**config.mk**
```make
export PLATFORM = sky130hd
export DESIGN_NAME = pll_core
export DESIGN_NICKNAME = d
export VERILOG_FILES = /design/src/rtl/pll_pkg.sv /design/src/rtl/pll_rst_sync.sv /design/src/rtl/pll_cnt_div.sv /design/src/rtl/pll_pfd.sv /design/src/rtl/pll_lock.sv /design/src/rtl/pll_core.sv
export SDC_FILE = /design/constraint.sdc
export NUM_CORES = 1
export LEC_CHECK = 0
export ABC_AREA = 1
export ABC_CLOCK_PERIOD_IN_PS = 2200
export BUFFER_PORTS_ARGS = -buffer_cell sky130_fd_sc_hd__buf_2
export CAP_MARGIN = 20
export CELL_PAD_IN_SITES_DETAIL_PLACEMENT = 0
export CELL_PAD_IN_SITES_GLOBAL_PLACEMENT = 1
export CORE_MARGIN = 3
export CORE_UTILIZATION = 25
export DETAILED_ROUTE_END_ITERATION = 6
export PLACE_DENSITY = 0.53
export REMOVE_ABC_BUFFERS = 1
export SYNTH_ARGS = -nofsm -noshare
export SYNTH_HDL_FRONTEND = slang
export SYNTH_SLANG_ARGS = --single-unit
```
**constraint.sdc**
```tcl
create_clock -name clk -period 2.2 [get_ports clk]
set_input_delay 0.22 -clock clk [delete_from_list [all_inputs] [get_ports clk]]
set_output_delay 0.22 -clock clk [all_outputs]
set_load 0.1 [all_outputs]
```
**src/rtl/pll_pkg.sv**
```systemverilog
package pll_pkg;
  localparam int NDIV_W_DEF   = 15;
  localparam int REF_LO_DEF   = 512;
  localparam int REF_HI_DEF   = 1024;
  localparam int LOCK_N_DEF   = 8;
  localparam int LOCK_TOL_DEF = 1;
  localparam int MIN_RATIO    = 2;
endpackage

```
**src/rtl/pll_rst_sync.sv**
```systemverilog
module pll_rst_sync (
  input  logic clk,
  input  logic rst_n,
  output logic rst_sync_n
);
  logic stage_q;

  always_ff @(posedge clk or negedge rst_n) begin
    if (!rst_n) begin
      stage_q    <= 1'b0;
      rst_sync_n <= 1'b0;
    end else begin
      stage_q    <= 1'b1;
      rst_sync_n <= stage_q;
    end
  end
endmodule

```
**src/rtl/pll_cnt_div.sv**
```systemverilog
module pll_cnt_div #(
  parameter int W         = 15,
  parameter int MIN_RATIO = 2
) (
  input  logic         clk,
  input  logic         rst_n,
  input  logic         en,
  input  logic [W-1:0] ratio,
  output logic         pulse
);
  logic [W-1:0] cnt_q, cnt_d, eff;
  logic         pulse_d;

  // ratio floor, then count down; reload happens only at terminal count
  always_comb begin
    eff     = (ratio < W'(MIN_RATIO)) ? W'(MIN_RATIO) : ratio;
    cnt_d   = cnt_q;
    pulse_d = 1'b0;
    if (en) begin
      if (cnt_q == '0) begin
        pulse_d = 1'b1;
        cnt_d   = eff - W'(1);
      end else begin
        cnt_d   = cnt_q - W'(1);
      end
    end
  end

  always_ff @(posedge clk or negedge rst_n) begin
    if (!rst_n) begin
      cnt_q <= '0;
      pulse <= 1'b0;
    end else begin
      cnt_q <= cnt_d;
      pulse <= pulse_d;
    end
  end
endmodule

```
**src/rtl/pll_pfd.sv**
```systemverilog
module pll_pfd (
  input  logic clk,
  input  logic rst_n,
  input  logic ref_p,
  input  logic fb_p,
  output logic up,
  output logic dn
);
  logic up_d, dn_d;

  // three states: idle, up only, down only; both set means clear
  always_comb begin
    if (up && dn) begin
      up_d = 1'b0;
      dn_d = 1'b0;
    end else begin
      up_d = up | ref_p;
      dn_d = dn | fb_p;
    end
  end

  always_ff @(posedge clk or negedge rst_n) begin
    if (!rst_n) begin
      up <= 1'b0;
      dn <= 1'b0;
    end else begin
      up <= up_d;
      dn <= dn_d;
    end
  end
endmodule

```
**src/rtl/pll_lock.sv**
```systemverilog
module pll_lock #(
  parameter int LOCK_N   = 8,
  parameter int LOCK_TOL = 1
) (
  input  logic clk,
  input  logic rst_n,
  input  logic up,
  input  logic dn,
  input  logic tick,
  output logic locked
);
  localparam int GW = (LOCK_N > 1) ? $clog2(LOCK_N) : 1;
  localparam int EW = $clog2(LOCK_TOL + 2);
  localparam logic [EW-1:0] ERR_SAT = EW'(LOCK_TOL + 1);
  localparam logic [GW-1:0] GOOD_TOP = GW'(LOCK_N - 1);

  logic [EW-1:0] err_q, err_d;
  logic [GW-1:0] good_q, good_d;
  logic          lock_d;

  always_comb begin
    err_d  = err_q;
    good_d = good_q;
    lock_d = locked;
    if (up && dn) begin
      err_d = '0;
      if (err_q <= EW'(LOCK_TOL)) begin
        if (good_q == GOOD_TOP) lock_d = 1'b1;
        else                    good_d = good_q + GW'(1);
      end else begin
        good_d = '0;
        lock_d = 1'b0;
      end
    end else if ((up ^ dn) && tick && (err_q != ERR_SAT)) begin
      err_d = err_q + EW'(1);
    end
  end

  always_ff @(posedge clk or negedge rst_n) begin
    if (!rst_n) begin
      err_q  <= '0;
      good_q <= '0;
      locked <= 1'b0;
    end else begin
      err_q  <= err_d;
      good_q <= good_d;
      locked <= lock_d;
    end
  end
endmodule

```
**src/rtl/pll_core.sv**
```systemverilog
module pll_core
  import pll_pkg::*;
#(
  parameter int N_W      = NDIV_W_DEF,
  parameter int REF_LO   = REF_LO_DEF,
  parameter int REF_HI   = REF_HI_DEF,
  parameter int LOCK_N   = LOCK_N_DEF,
  parameter int LOCK_TOL = LOCK_TOL_DEF
) (
  input  logic           clk,
  input  logic           rst_n,
  input  logic           presc_en,
  input  logic           xtal_en,
  input  logic [N_W-1:0] n_ratio,
  input  logic           ref_sel,
  input  logic           cp_hi_sel,
  input  logic           tap_ref_en,
  input  logic           tap_vco_en,
  output logic           pump_up,
  output logic           pump_dn,
  output logic           cp_hi,
  output logic           locked,
  output logic           tap_out
);
  localparam int RW = $clog2(REF_HI) + 1;

  logic          rst_sync_n;
  logic          vco_pulse, ref_pulse;
  logic [RW-1:0] ref_ratio;
  logic          cp_hi_d, tap_d;

  pll_rst_sync i_rst (.clk(clk), .rst_n(rst_n), .rst_sync_n(rst_sync_n));

  pll_cnt_div #(.W(N_W), .MIN_RATIO(MIN_RATIO)) i_ndiv (
    .clk(clk), .rst_n(rst_sync_n), .en(presc_en), .ratio(n_ratio), .pulse(vco_pulse)
  );

  assign ref_ratio = ref_sel ? RW'(REF_HI) : RW'(REF_LO);

  pll_cnt_div #(.W(RW), .MIN_RATIO(MIN_RATIO)) i_rdiv (
    .clk(clk), .rst_n(rst_sync_n), .en(xtal_en), .ratio(ref_ratio), .pulse(ref_pulse)
  );

  pll_pfd i_pfd (
    .clk(clk), .rst_n(rst_sync_n), .ref_p(ref_pulse), .fb_p(vco_pulse),
    .up(pump_up), .dn(pump_dn)
  );

  pll_lock #(.LOCK_N(LOCK_N), .LOCK_TOL(LOCK_TOL)) i_lock (
    .clk(clk), .rst_n(rst_sync_n), .up(pump_up), .dn(pump_dn),
    .tick(xtal_en), .locked(locked)
  );

  always_comb begin
    cp_hi_d = cp_hi_sel;
    tap_d   = (tap_ref_en & ref_pulse) | (tap_vco_en & vco_pulse);
  end

  always_ff @(posedge clk or negedge rst_sync_n) begin
    if (!rst_sync_n) begin
      cp_hi   <= 1'b0;
      tap_out <= 1'b0;
    end else begin
      cp_hi   <= cp_hi_d;
      tap_out <= tap_d;
    end
  end
endmodule

```
After elaboration in Yosys (flattened, before gate mapping)
Cells that the tools add are included.
- reductions and logical operators: 8
- shift-type cells: 0
- $add $sub $neg: 6
- divide/modulo/power cells: 0
- $lt $le $gt $ge: 3
- bitwise logic cells: 6
- equality and inequality tests: 4
- multipliers: 0
- muxes and demuxes: 17
- operator list (kind ; number):
    $mux 11 ; 3
    $mux 15 ; 2
    $sub 15x1->15 const B ; 2
    $sub 11x1->11 const B ; 2
    $logic_not 15->1 ; 1
    $lt 15x2->1 const B ; 1
    $logic_not 11->1 ; 1
    $lt 11x2->1 const B ; 1
    $mux 1 ; 8
    $mux 3 ; 2
    $ne 2x2->1 const B ; 3
    $mux 2 ; 2
    $reduce_and 2->1 ; 2
    $add 3x1->3 const B ; 1
    $eq 3x3->1 const B ; 1
    $logic_and 1x1->1 ; 3
    $or 1x1->1 ; 3
    $add 2x1->2 const B ; 1
    $and 1x1->1 ; 2
    $le 2x1->1 const B ; 1
    $reduce_bool 2->1 ; 1
    $xor 1x1->1 ; 1
- latch bits: 0
- memories kept: 0
- bits in read-only memories: 0
- RAM bits: 0
- input bits: 23
- register bits: 40

Logic depth before layout (Yosys ltp)
- word-level depth: 5
- gate-level depth with buffers: 16
- depth with buffers taken out: 16

Modules after synthesis
From an unflattened synthesis, not the netlist that was laid out.
- cells, all modules: 425
- area total of the unflattened synthesis: 2906.5 um^2
- by module, submodules not included (module ; times used ; cells an instance ; area each (um^2) ; seq. area each (um^2)):
    pll_cnt_div (i_ndiv) ; 1 ; 208 ; 1325.0 ; 400.4
    pll_cnt_div (i_rdiv) ; 1 ; 153 ; 1016.0 ; 300.3
    pll_lock ; 1 ; 44 ; 362.8 ; 150.1
    pll_pfd ; 1 ; 10 ; 80.1 ; 50.0
    pll_core ; 1 ; 7 ; 68.8 ; 50.0
    pll_rst_sync ; 1 ; 3 ; 53.8 ; 50.0

Worst setup path before layout
No wires, ideal clock.
- kind: reg2reg
- start point: reg i_ndiv.cnt_q[13]
- end point: reg i_ndiv.cnt_q[14]
- clock period less this slack: 2.104 ns
- required time: 2.077 ns
- path buffers: 0
- setup slack: 0.096 ns
- arrival: 1.982 ns
- stages on the path, launching flop included: 15
- cells stage by stage: dfrtp_1 -> nor2_1 -> nand2_1 -> nor2_4 -> nand2_2 -> inv_1 -> nand3_1 -> nand2_1 -> ha_1 -> nand3_1 -> nor2_1 -> nand2_1 -> nor2_2 -> nand3_1 -> xor2_1
- cells in the longest elaborated chain, start to end: 2
- elaborated cells on any way between the ends: 3
- ends and longest elaborated chain (item ; line ; source):
    start: declaration ; pll_cnt_div.sv:11 ; logic [W-1:0] cnt_q, cnt_d, eff;
    start signal: assignment ; pll_cnt_div.sv:34 ; cnt_q <= cnt_d;
    $sub 15x1->15 / $logic_not 15->1 (equally long branches) ; pll_cnt_div.sv:24, pll_cnt_div.sv:20 ;
    $mux 15 * ; pll_cnt_div.sv:20 ; if (cnt_q == '0) begin
Mark *: on every way between the ends. The rest lies on a longest branch, timed or not.
A chain may end at the register's enable or synchronous reset.

Worst setup path in the final report
Ends and elaborated chain as after synthesis.

==> results.cfg <==
[cells_and_area]
fill_cells = 1063
stdcell_count = 523
nNetsFinal = 423
drive_above_1_share_pct = 21.83
area_growth_pct = 22.61
antennaDiodeCount = 0

[placement]
port_buffers = 27
numPlacedInstances = 510
pre_cts_slack_ps = -23.95
gp_congestion = 0.7562
hpwlAfterDp_mm = 4.869

[sta]
hold_viol = 0
finalSetupViolations = 0
min_period_ps = 2058
hold-worst-slack_ps = 25.46
worst_slack_ps = 141.8
post-route-period-util_pct = 93.55
maxSlewViolCount = 0
finalClockSkew_ps = 8.968
fmax_mhz = 485.9
fin_setup_tns_ps = 0

[power]
power_density_nw_per_um2 = 1031
p_leak_uw = 0.001566
peakVddDrop_uv = 592.5
power.total_uw = 3157

[route]
routed_wl_mm = 6.267
drc_errors = 0
drtPass1Iterations = 4
routed_via_density = 4.220
vias = 2207
drtIter0Drc = 67
wl_per_cell_um = 11.98
postRouteAntennaNets = 0

[grt]
gr-total-overflow = 0
grt_antenna_before_repair = 0
grt_max_degree = 19
grtUsageTotal_pct = 12.17
grt_pass1_vias = 2287
grt_pass1_wl_mm = 10.93

[die]
fp.dieArea_sq_um = 11220
initial_utilization_pct = 26.39
fp-row-count = 35
io_pins = 28
core_sq_um = 9459
dieWidth_um = 105.9
floorplan.die.height_um = 105.9

[worst_setup_path]
cp_max_fo = 4
end_kind = register
crit_buf_inv = 1
slowest_stage = dfrtp_1
cp_common_cell = nor2_4
cp-start-kind = register
cp.required_ps = 2400
worstPathArrival_ps = 2260
path_cells = nor2_1, nand2_1, nor2_4, nand2_2, inv_1, nand3_1, nand2_2, ha_1, nand3_2, nor2_4, nand2_4, nor2_4, nand3_1, xor2_1
crit_family = simple AND/OR/NAND/NOR gates
path_class = reg2reg
critPathMaxStageDelay_ps = 400

[clocking]
worstSkewPairLatency_ps = 300
cts_made_buffers = 5
root_buffer = clkbuf_8
tritoncts = yes
cts.sinks = 40
cts_buffer_depth = 2
htree_levels = 2
cts.clk_slew.worst_paths_ps = 90

[yosys]
yosysUniqueCellTypes = 37
netlist.area_leader.share_pct = 40.10
synth_top_cell_by_area = dfrtp_1
netlist_area_sq_um = 2496
avgSynthCellArea_sq_um = 7.299
postSynthCellCount = 342
synth_warnings = 0
synth_seq_area_share_pct = 40.10
yosys_register_bits = 40
synthTopCellsByArea = dfrtp_1, nand2_1, inv_1

[run_status]
outcome = finished clean

[worst_hold_path]
hold_path_class = in2reg

[run]
maxCapViolCount = 0
cells in the final DEF, fill, tap and decap left out, drive strengths merged:
master / count
nand2: 91
inv: 54
nor2: 53
buf: 48
dfrtp: 40
nand3: 26
o21ai: 20
xor2: 10
ha: 7
nand4: 6
clkbuf: 6
a21oi: 5
o21bai: 4
xnor2: 3
nand3b: 3
nor3: 3
o22ai: 2
or2: 2
clkinv: 2
a22o: 1
nor4: 1
a211oi: 1
o211ai: 1
o31ai: 1
o21a: 1
clkinvlp: 1
dlygate4sd3: 1
conb: 1
through the flow:
step	util, %	area [sq um]
after floorplan	-	2454
after global placement	30.44	2879
after detailed placement	30.44	2879
after CTS	31.47	2977
after global routing	32.35	3060
final	32.35	3060
cells by family (layout without fill, tap and decap cells):
family,count (synthesis),after routing,synth area share (%)
compound gates,36,36,8.872
xor+xnor,13,13,4.561
fa+ha+maj,7,7,3.509
buf+inv,60,112,9.975
flops,40,40,40.10
other cells,1,1,0.1502
simple gates,185,185,32.83
cell type report:
| class | instances | area [sq um] | area share, % |
|---|---|---|---|
| Clock buffer | 6 | 72.57 | 2.371 |
| Clock inverter | 2 | 12.51 | 0.4088 |
| Inverter | 55 | 206.4 | 6.746 |
| Multi-Input combinational cell | 242 | 1303 | 42.56 |
| Sequential cell | 40 | 1002 | 32.75 |
| Tap cell | 129 | 161.4 | 5.274 |
| Timing Repair Buffer | 49 | 302.8 | 9.894 |
power breakdown:
part | total (uW) | switching (uW) | internal (uW)
combinational | 1450 | 918 | 537
sequential | 1190 | 208 | 985
clock | 509 | 286 | 222
total | 3160 | 1410 | 1740
sequential cells by signal, summed over array words and instances (netlist names):
name and count:
i_rst.stage_q 1, i_rdiv.cnt_q 11, i_lock.err_q 2, i_rdiv.pulse 1, i_pfd.dn 1, i_lock.locked 1
i_ndiv.pulse 1, tap_out 1, i_pfd.up 1, i_ndiv.cnt_q 15, cp_hi 1, i_rst.rst_sync_n 1
i_lock.good_q 3
routing by layer:
metal  GRT usage, %  wire length [um]  vias up
met3          2.732               228        4
met4          2.775                43        0
met5              0                 0        -
li1               -                 -     1168
met1          16.83              3094     1007
met2          19.44              2900       28
synthesized netlist by cell type (all sizes together):
library cell  number
conb               1
or2                2
buf                4
o22ai              2
nand3             26
o21ai             20
inv               54
a21oi              5
xor2              10
nor3               3
a22o               1
clkinv             1
nand3b             3
clkbuf             1
xnor2              3
dfrtp             40
nand2             91
nand4              6
o211ai             1
a211oi             1
o21bai             4
ha                 7
nor2              53
o31ai              1
o21a               1
nor4               1
final timing paths:
kind | from | to | slack [ps] | depth (start not counted)
worst max register to register | i_ndiv.cnt_q[13]$_DFFE_PN0P_ | i_ndiv.cnt_q[14]$_DFFE_PN0P_ | 140 | 14
max in group asynchronous | i_rst.rst_sync_n$_DFF_PN0_ | i_lock.locked$_DFFE_PN0P_ | 1480 | 1
worst max-delay path | i_ndiv.cnt_q[13]$_DFFE_PN0P_ | i_ndiv.cnt_q[14]$_DFFE_PN0P_ | 140 | 14
worst min-delay path | cp_hi_sel | cp_hi$_DFF_PN0_ | 30 | 1
worst min register to register | i_rst.rst_sync_n$_DFF_PN0_ | i_rdiv.cnt_q[5]$_DFFE_PN0P_ | 190 | 0
min in group asynchronous | i_rst.rst_sync_n$_DFF_PN0_ | i_rdiv.cnt_q[5]$_DFFE_PN0P_ | 190 | 0
worst reg2reg max path, cell delays in order (launching register included):
cell	delay, ps
dfrtp_1	400
nor2_1	110
nand2_1	110
nor2_4	130
nand2_2	70
inv_1	70
nand3_1	90
nand2_2	80
ha_1	180
nand3_2	100
nor2_4	160
nand2_4	110
nor2_4	110
nand3_1	90
xor2_1	150
timing repair:
item	CTS	global route
setup endpoints to repair	5	8
endpoints found under the hold margin	2	0
hold buffers	1	0
cloned	0	0
pin swaps	0	3
resized for setup	2	16
setup buffers	0	4
No activity file was read; power rests on OpenSTA's default activity.
